$ cat src/rtl/prescaler_pkg.sv
package prescaler_pkg;
  localparam int CODE_W    = 4;
  localparam int WORD_W    = 8;
  localparam int MAX_RATIO = 512;
  localparam int LEN_W     = $clog2(MAX_RATIO) + 1;

  // Ratio selected by a code; R1
  function automatic logic [LEN_W-1:0] ratio_of(input logic [CODE_W-1:0] c);
    logic [LEN_W-1:0] r;
    r = LEN_W'(1);
    if (c[3]) begin
      // binary ratios: exponent skips 5 (32 sits among the odd codes)
      r = LEN_W'(1) << (32'(c[2:0]) + (c[2] ? 32'd2 : 32'd1));
    end else begin
      case (c[2:0])
        3'd1:    r = LEN_W'(3);
        3'd2:    r = LEN_W'(5);
        3'd5:    r = LEN_W'(6);
        3'd6:    r = LEN_W'(10);
        3'd7:    r = LEN_W'(32);
        default: r = LEN_W'(1);
      endcase
    end
    return r;
  endfunction
endpackage

$ cat src/rtl/ratio_code_reg.sv
module ratio_code_reg
  import prescaler_pkg::*;
(
  input  logic              clk,
  input  logic              rst_n,
  input  logic              wr_en,
  input  logic [WORD_W-1:0] wr_word,
  input  logic              force_clr,
  output logic [CODE_W-1:0] code_o,
  output logic [WORD_W-1:0] rd_word,
  output logic              change_o
);
  logic [CODE_W-1:0] code_q;

  always_ff @(posedge clk or negedge rst_n) begin
    if (!rst_n)         code_q <= '0;
    else if (force_clr) code_q <= '0;
    else if (wr_en)     code_q <= wr_word[CODE_W-1:0];
  end

  assign code_o   = code_q;
  assign rd_word  = WORD_W'(code_q);
  assign change_o = wr_en | force_clr;

  p_force_clear_r5: assert property (@(posedge clk) disable iff (!rst_n)
    force_clr |=> (code_o == '0));
  p_write_lands_r1: assert property (@(posedge clk) disable iff (!rst_n)
    (wr_en && !force_clr) |=> (code_o == $past(wr_word[CODE_W-1:0])));
  p_idle_holds_r7: assert property (@(posedge clk) disable iff (!rst_n)
    (!wr_en && !force_clr) |=> $stable(rd_word));
endmodule

$ cat src/rtl/ratio_period_counter.sv
module ratio_period_counter
  import prescaler_pkg::*;
(
  input  logic              clk,
  input  logic              rst_n,
  input  logic [CODE_W-1:0] code_i,
  output logic              tick_o,
  output logic [LEN_W-1:0]  active_len_o
);
  logic [LEN_W-1:0] cnt_q;
  logic [LEN_W-1:0] len_q;
  logic [LEN_W-1:0] next_len;
  logic             boundary;

  assign next_len = ratio_of(code_i);
  assign boundary = (cnt_q == '0);

  always_ff @(posedge clk or negedge rst_n) begin
    if (!rst_n) begin
      cnt_q <= '0;
      len_q <= LEN_W'(1);
    end else if (boundary) begin
      len_q <= next_len;
      cnt_q <= next_len - LEN_W'(1);
    end else begin
      cnt_q <= cnt_q - LEN_W'(1);
    end
  end

  assign tick_o       = boundary;
  assign active_len_o = len_q;

  p_hold_mid_period_r3: assert property (@(posedge clk) disable iff (!rst_n)
    !tick_o |=> $stable(active_len_o));
  p_unity_every_cycle_r2: assert property (@(posedge clk) disable iff (!rst_n)
    (active_len_o == LEN_W'(1)) |-> tick_o);
  p_single_pulse_r2: assert property (@(posedge clk) disable iff (!rst_n)
    (tick_o && ratio_of(code_i) != LEN_W'(1)) |=> !tick_o);
endmodule

$ cat src/rtl/ratio_apply_flag.sv
module ratio_apply_flag (
  input  logic clk,
  input  logic rst_n,
  input  logic change_i,
  input  logic load_i,
  output logic applied_o
);
  logic pending_q;

  always_ff @(posedge clk or negedge rst_n) begin
    if (!rst_n)        pending_q <= 1'b0;
    else if (change_i) pending_q <= 1'b1;
    else if (load_i)   pending_q <= 1'b0;
  end

  assign applied_o = ~pending_q;

  p_drop_on_change_r4: assert property (@(posedge clk) disable iff (!rst_n)
    change_i |=> !applied_o);
  p_rise_on_load_r4: assert property (@(posedge clk) disable iff (!rst_n)
    (load_i && !change_i) |=> applied_o);
endmodule

$ cat src/rtl/bus_ratio_prescaler.sv
module bus_ratio_prescaler
  import prescaler_pkg::*;
(
  input  logic              clk,
  input  logic              rst_n,
  input  logic              wr_en,
  input  logic [WORD_W-1:0] wr_data,
  output logic [WORD_W-1:0] rd_data,
  input  logic              lp_entry,
  input  logic              wake_fast_osc,
  output logic              clk_en_out,
  output logic              ratio_applied
);
  logic              force_clr;
  logic              code_change;
  logic              period_tick;
  logic [CODE_W-1:0] cur_code;
  logic [LEN_W-1:0]  active_len;

  assign force_clr = lp_entry & wake_fast_osc;

  ratio_code_reg i_code (
    .clk(clk), .rst_n(rst_n), .wr_en(wr_en), .wr_word(wr_data),
    .force_clr(force_clr), .code_o(cur_code), .rd_word(rd_data),
    .change_o(code_change)
  );

  ratio_period_counter i_cnt (
    .clk(clk), .rst_n(rst_n), .code_i(cur_code),
    .tick_o(period_tick), .active_len_o(active_len)
  );

  ratio_apply_flag i_flag (
    .clk(clk), .rst_n(rst_n), .change_i(code_change),
    .load_i(period_tick), .applied_o(ratio_applied)
  );

  assign clk_en_out = period_tick;

  p_lp_ignored_r5: assert property (@(posedge clk) disable iff (!rst_n)
    (lp_entry && !wake_fast_osc && !wr_en) |=> $stable(rd_data));
  p_clear_beats_write_r6: assert property (@(posedge clk) disable iff (!rst_n)
    (force_clr && wr_en) |=> (rd_data == '0 && !ratio_applied));
  p_applied_matches_r4: assert property (@(posedge clk) disable iff (!rst_n)
    ratio_applied |-> (active_len == ratio_of(cur_code)));
endmodule

$ cat config.mk
export PLATFORM = sky130hd
export DESIGN_NAME = bus_ratio_prescaler
export DESIGN_NICKNAME = d
export VERILOG_FILES = /design/src/rtl/prescaler_pkg.sv /design/src/rtl/ratio_code_reg.sv /design/src/rtl/ratio_period_counter.sv /design/src/rtl/ratio_apply_flag.sv /design/src/rtl/bus_ratio_prescaler.sv
export SDC_FILE = /design/constraint.sdc
export NUM_CORES = 1
export LEC_CHECK = 0
export ABC_AREA = 1
export ABC_CLOCK_PERIOD_IN_PS = 5800
export BUFFER_PORTS_ARGS = -buffer_cell sky130_fd_sc_hd__buf_4
export CORE_MARGIN = 8
export CORE_UTILIZATION = 58
export DETAILED_ROUTE_END_ITERATION = 7
export PLACE_DENSITY = 0.85
export SLEW_MARGIN = 20
export SYNTH_ARGS = -nofsm -noshare
export SYNTH_HDL_FRONTEND = slang
export SYNTH_SLANG_ARGS = --single-unit
export TNS_END_PERCENT = 20
$ cat constraint.sdc
create_clock -name clk -period 5.8 [get_ports clk]
set_input_delay 0.29 -clock clk [delete_from_list [all_inputs] [get_ports clk]]
set_output_delay 0.29 -clock clk [all_outputs]
set_load 0.05 [all_outputs]
==> impl_metrics.yaml <==
setup_path:
  critPathLaunchType: "flip-flop"
  crit_path_max_incr_delay_ns: 0.50
  arrival_ns: 2.97
  crit_chain: "inv_2 -> ha_1 -> inv_1 -> fa_1 -> nand2_1 -> nor2_2 -> nor2_1 -> nor2_2 -> a21oi_4 -> ha_1 -> inv_1 -> nor2_2 -> nand2_1 -> nand3_1 -> nand2_1"
  cp.required_ns: 5.98
  reg2reg_setup_slack_ns: 3.01
  reg2regPathDepth: 15
  crit_family: "adder cells"
  worst_setup_path_end_kind: "flip-flop"
  r2r-start: "i_code.code_o[2]"
  path_max_fanout: 9
  cpMaxStageDelayCell: "dfrtp_1"
  cp_num_buf_inv: 3
  crit_type: "reg2reg"
  r2r_end: "i_cnt.cnt_q[8]"
yosys:
  synth_top_area_frac: 0.313
  synth_edf_count: 0
  async_flop_share: 1.00
  seq_area_frac_synth: 0.313
  yosys-top-cells-area: "dfrtp_1, nand2_1, inv_1"
  ys_seq_elements: 15
  yosys_warnings: 0
  synthCells: 169
  synth_top_area_cell: "dfrtp_1"
  synth.top_cells.by_count: "nand2_1, inv_1, nand3_1, dfrtp_1, nor2_1"
  synth.distinct_cells: 27
  synth_most_common_cell: "nand2_1"
  netlist_area_mm2: 0.00120
  avgSynthCellArea_um2: 7.09
  ys.flop_type: "dfrtp_1"
timing:
  timing.final.crit_share: 0.481
  finClkSkew_ns: 0.00521
  hold_viol: 0
  fmax_mhz: 358
  fin_crit_ns: 2.79
  rsz0062_at_grt: "no"
  slew_viol_final: 0
  setup_slack_ns: 3.01
  fin_tns_setup_ns: 0
  setup_viol: 0
placed_design:
  portBuffers: 14
  place.gp.congestion: 0.887
  dpl.hpwl_um: 2110
  placed_area_mm2: 0.00131
  pre_cts_ws_ns: 3.04
cts:
  clk_path_buf_depth: 2
  cts_made_buffers: 3
  clkSinkCount: 15
  cts_tree: "built"
  cts-root-buf: "clkbuf_4"
  htreeDepth: 1
  clk_pin_slew_ns: 0.09
  clock_latency_ns: 0.28
finish:
  n_antenna_cell: 0
  multi_input_area_um2: 681
  utilization: 0.685
  nFillCells: 165
  seq_area_um2: 375
  final_area_mm2: 0.00134
  finalNetCount: 204
  layout-drive-gt1-share: 0.242
  area_delta_synth_final_pct: 12.1
route:
  firstDrtPassIters: 5
  wl_um: 2560
  drtIter0Drc: 45
  antenna_left: 0
  wl_per_cell_um: 12.0
  route.detailed.drc: 0
  vias_per_cell: 5.19
  vias: 1105
grt:
  antenna_found_initial: 0
  grt_usage: 0.143
  overflow: 0
  grt_pass1_vias: 989
  grt_first_pass_wirelength_um: 4170
  grt_max_degree: 16
hold_path:
  holdPathEnd: "i_code.code_o[3]"
  worstHoldPathCells: 3
  min_from: "wr_data[3]"
  hold_path.class: "in2reg"
die:
  die-area_mm2: 0.00378
  initial_utilization: 0.611
  core.rowCount: 16
  die_y_um: 61.5
  io_pins: 23
  coreArea_mm2: 0.00196
  die_w_um: 61.5
power_and_ir_drop:
  vdd_drop_max_uv: 304
  power.density_mw_per_mm2: 371
  p_leak_nw: 0.741
  total_power_mw: 0.499
status:
  status: "complete, no violations"
job:
  maxCapViolCount: 0
sequential cells by signal, summed over array words and instances, names as in the netlist:
signal            count
i_cnt.cnt_q          10
i_code.code_o         4
i_flag.pending_q      1
worst register-to-register path, cell delays in order (launching register included):
cell     delay [ns]
dfrtp_1        0.50
inv_2          0.13
ha_1           0.20
inv_1          0.07
fa_1           0.47
nand2_1        0.15
nor2_2         0.07
nor2_1         0.11
nor2_2         0.06
a21oi_4        0.21
ha_1           0.28
inv_1          0.07
nor2_2         0.17
nand2_1        0.07
nand3_1        0.07
nand2_1        0.05
power breakdown:
part	total [mW]	internal, mW	switching (mW)
sequential	0.168	0.142	0.0258
combinational	0.271	0.0906	0.181
clock	0.0596	0.0267	0.0329
layout by cell type (no fill, tap or decap):
cell,n
a21oi_1,1
a21oi_2,4
a21oi_4,1
a31oi_1,1
buf_4,14
clkbuf_1,1
clkbuf_4,3
conb_1,4
dfrtp_1,15
dlygate4sd3_1,1
fa_1,1
ha_1,3
inv_1,29
inv_2,1
nand2_1,41
nand2_2,6
nand2_4,1
nand3_1,18
nand3_2,4
nand4_1,4
nor2_1,13
nor2_2,8
nor2_4,1
nor3_2,1
o21ai_0,5
o21ai_2,1
o21bai_1,1
xnor2_1,1
xor2_1,2
kinds of logic after synthesis:
kind of cell               count (synthesis)  synth area share
AOI/OAI and AO/OA                         14            0.0866
adders and majority gates                  4            0.0480
DFF                                       15             0.313
other                                      1           0.00313
and+or+nand+nor                           97             0.399
buffers and inverters                     35             0.128
xor gates and xnor gates                   3            0.0219
per-layer routing:
metal | routed length (µm) | vias to the layer above | GRT usage
met1 | 1100 | 523 | 0.173
met2 | 1320 | 24 | 0.252
met3 | 105 | 4 | 0.0125
met5 | 0 | - | 0
li1 | - | 554 | -
met4 | 31 | 0 | 0.0584
worst max path at each step:
| stage | startpoint | endpoint | slack (ns) | cells after the start |
|---|---|---|---|---|
| after detailed placement | i_code.code_o[2] | i_cnt.cnt_q[8] | 3.04 | 15 |
| after floorplan | i_code.code_o[2] | i_cnt.cnt_q[8] | 2.99 | 15 |
| after CTS | i_code.code_o[2] | i_cnt.cnt_q[8] | 3.00 | 15 |
| final | i_code.code_o[2] | i_cnt.cnt_q[8] | 3.01 | 15 |
| after global placement | i_code.code_o[2] | i_cnt.cnt_q[8] | 3.15 | 15 |
| after global routing | i_code.code_o[2] | i_cnt.cnt_q[8] | 2.84 | 15 |
final cells by class:
type	instances	area share
Clock buffer	4	0.0196
Tap cell	27	0.0251
Sequential cell	15	0.279
Timing Repair Buffer	15	0.0857
Inverter	30	0.0838
Multi-Input combinational cell	122	0.507
stage by stage:
step           instances  hold WS [ns]
6_report             213         0.244
5_1_grt              213         0.256
4_1_cts              213         0.243
3_5_place_dp         208         0.153
3_3_place_gp         208         0.149
2_1_floorplan        172      -0.00559
repair_timing:
item,CTS,global route
hold endpoints to repair,15,0
setup buffers,0,0
resized for setup,0,0
hold buffers,1,0
endpoints found under the setup margin,0,0
Power figures use the tool's default switching activity.
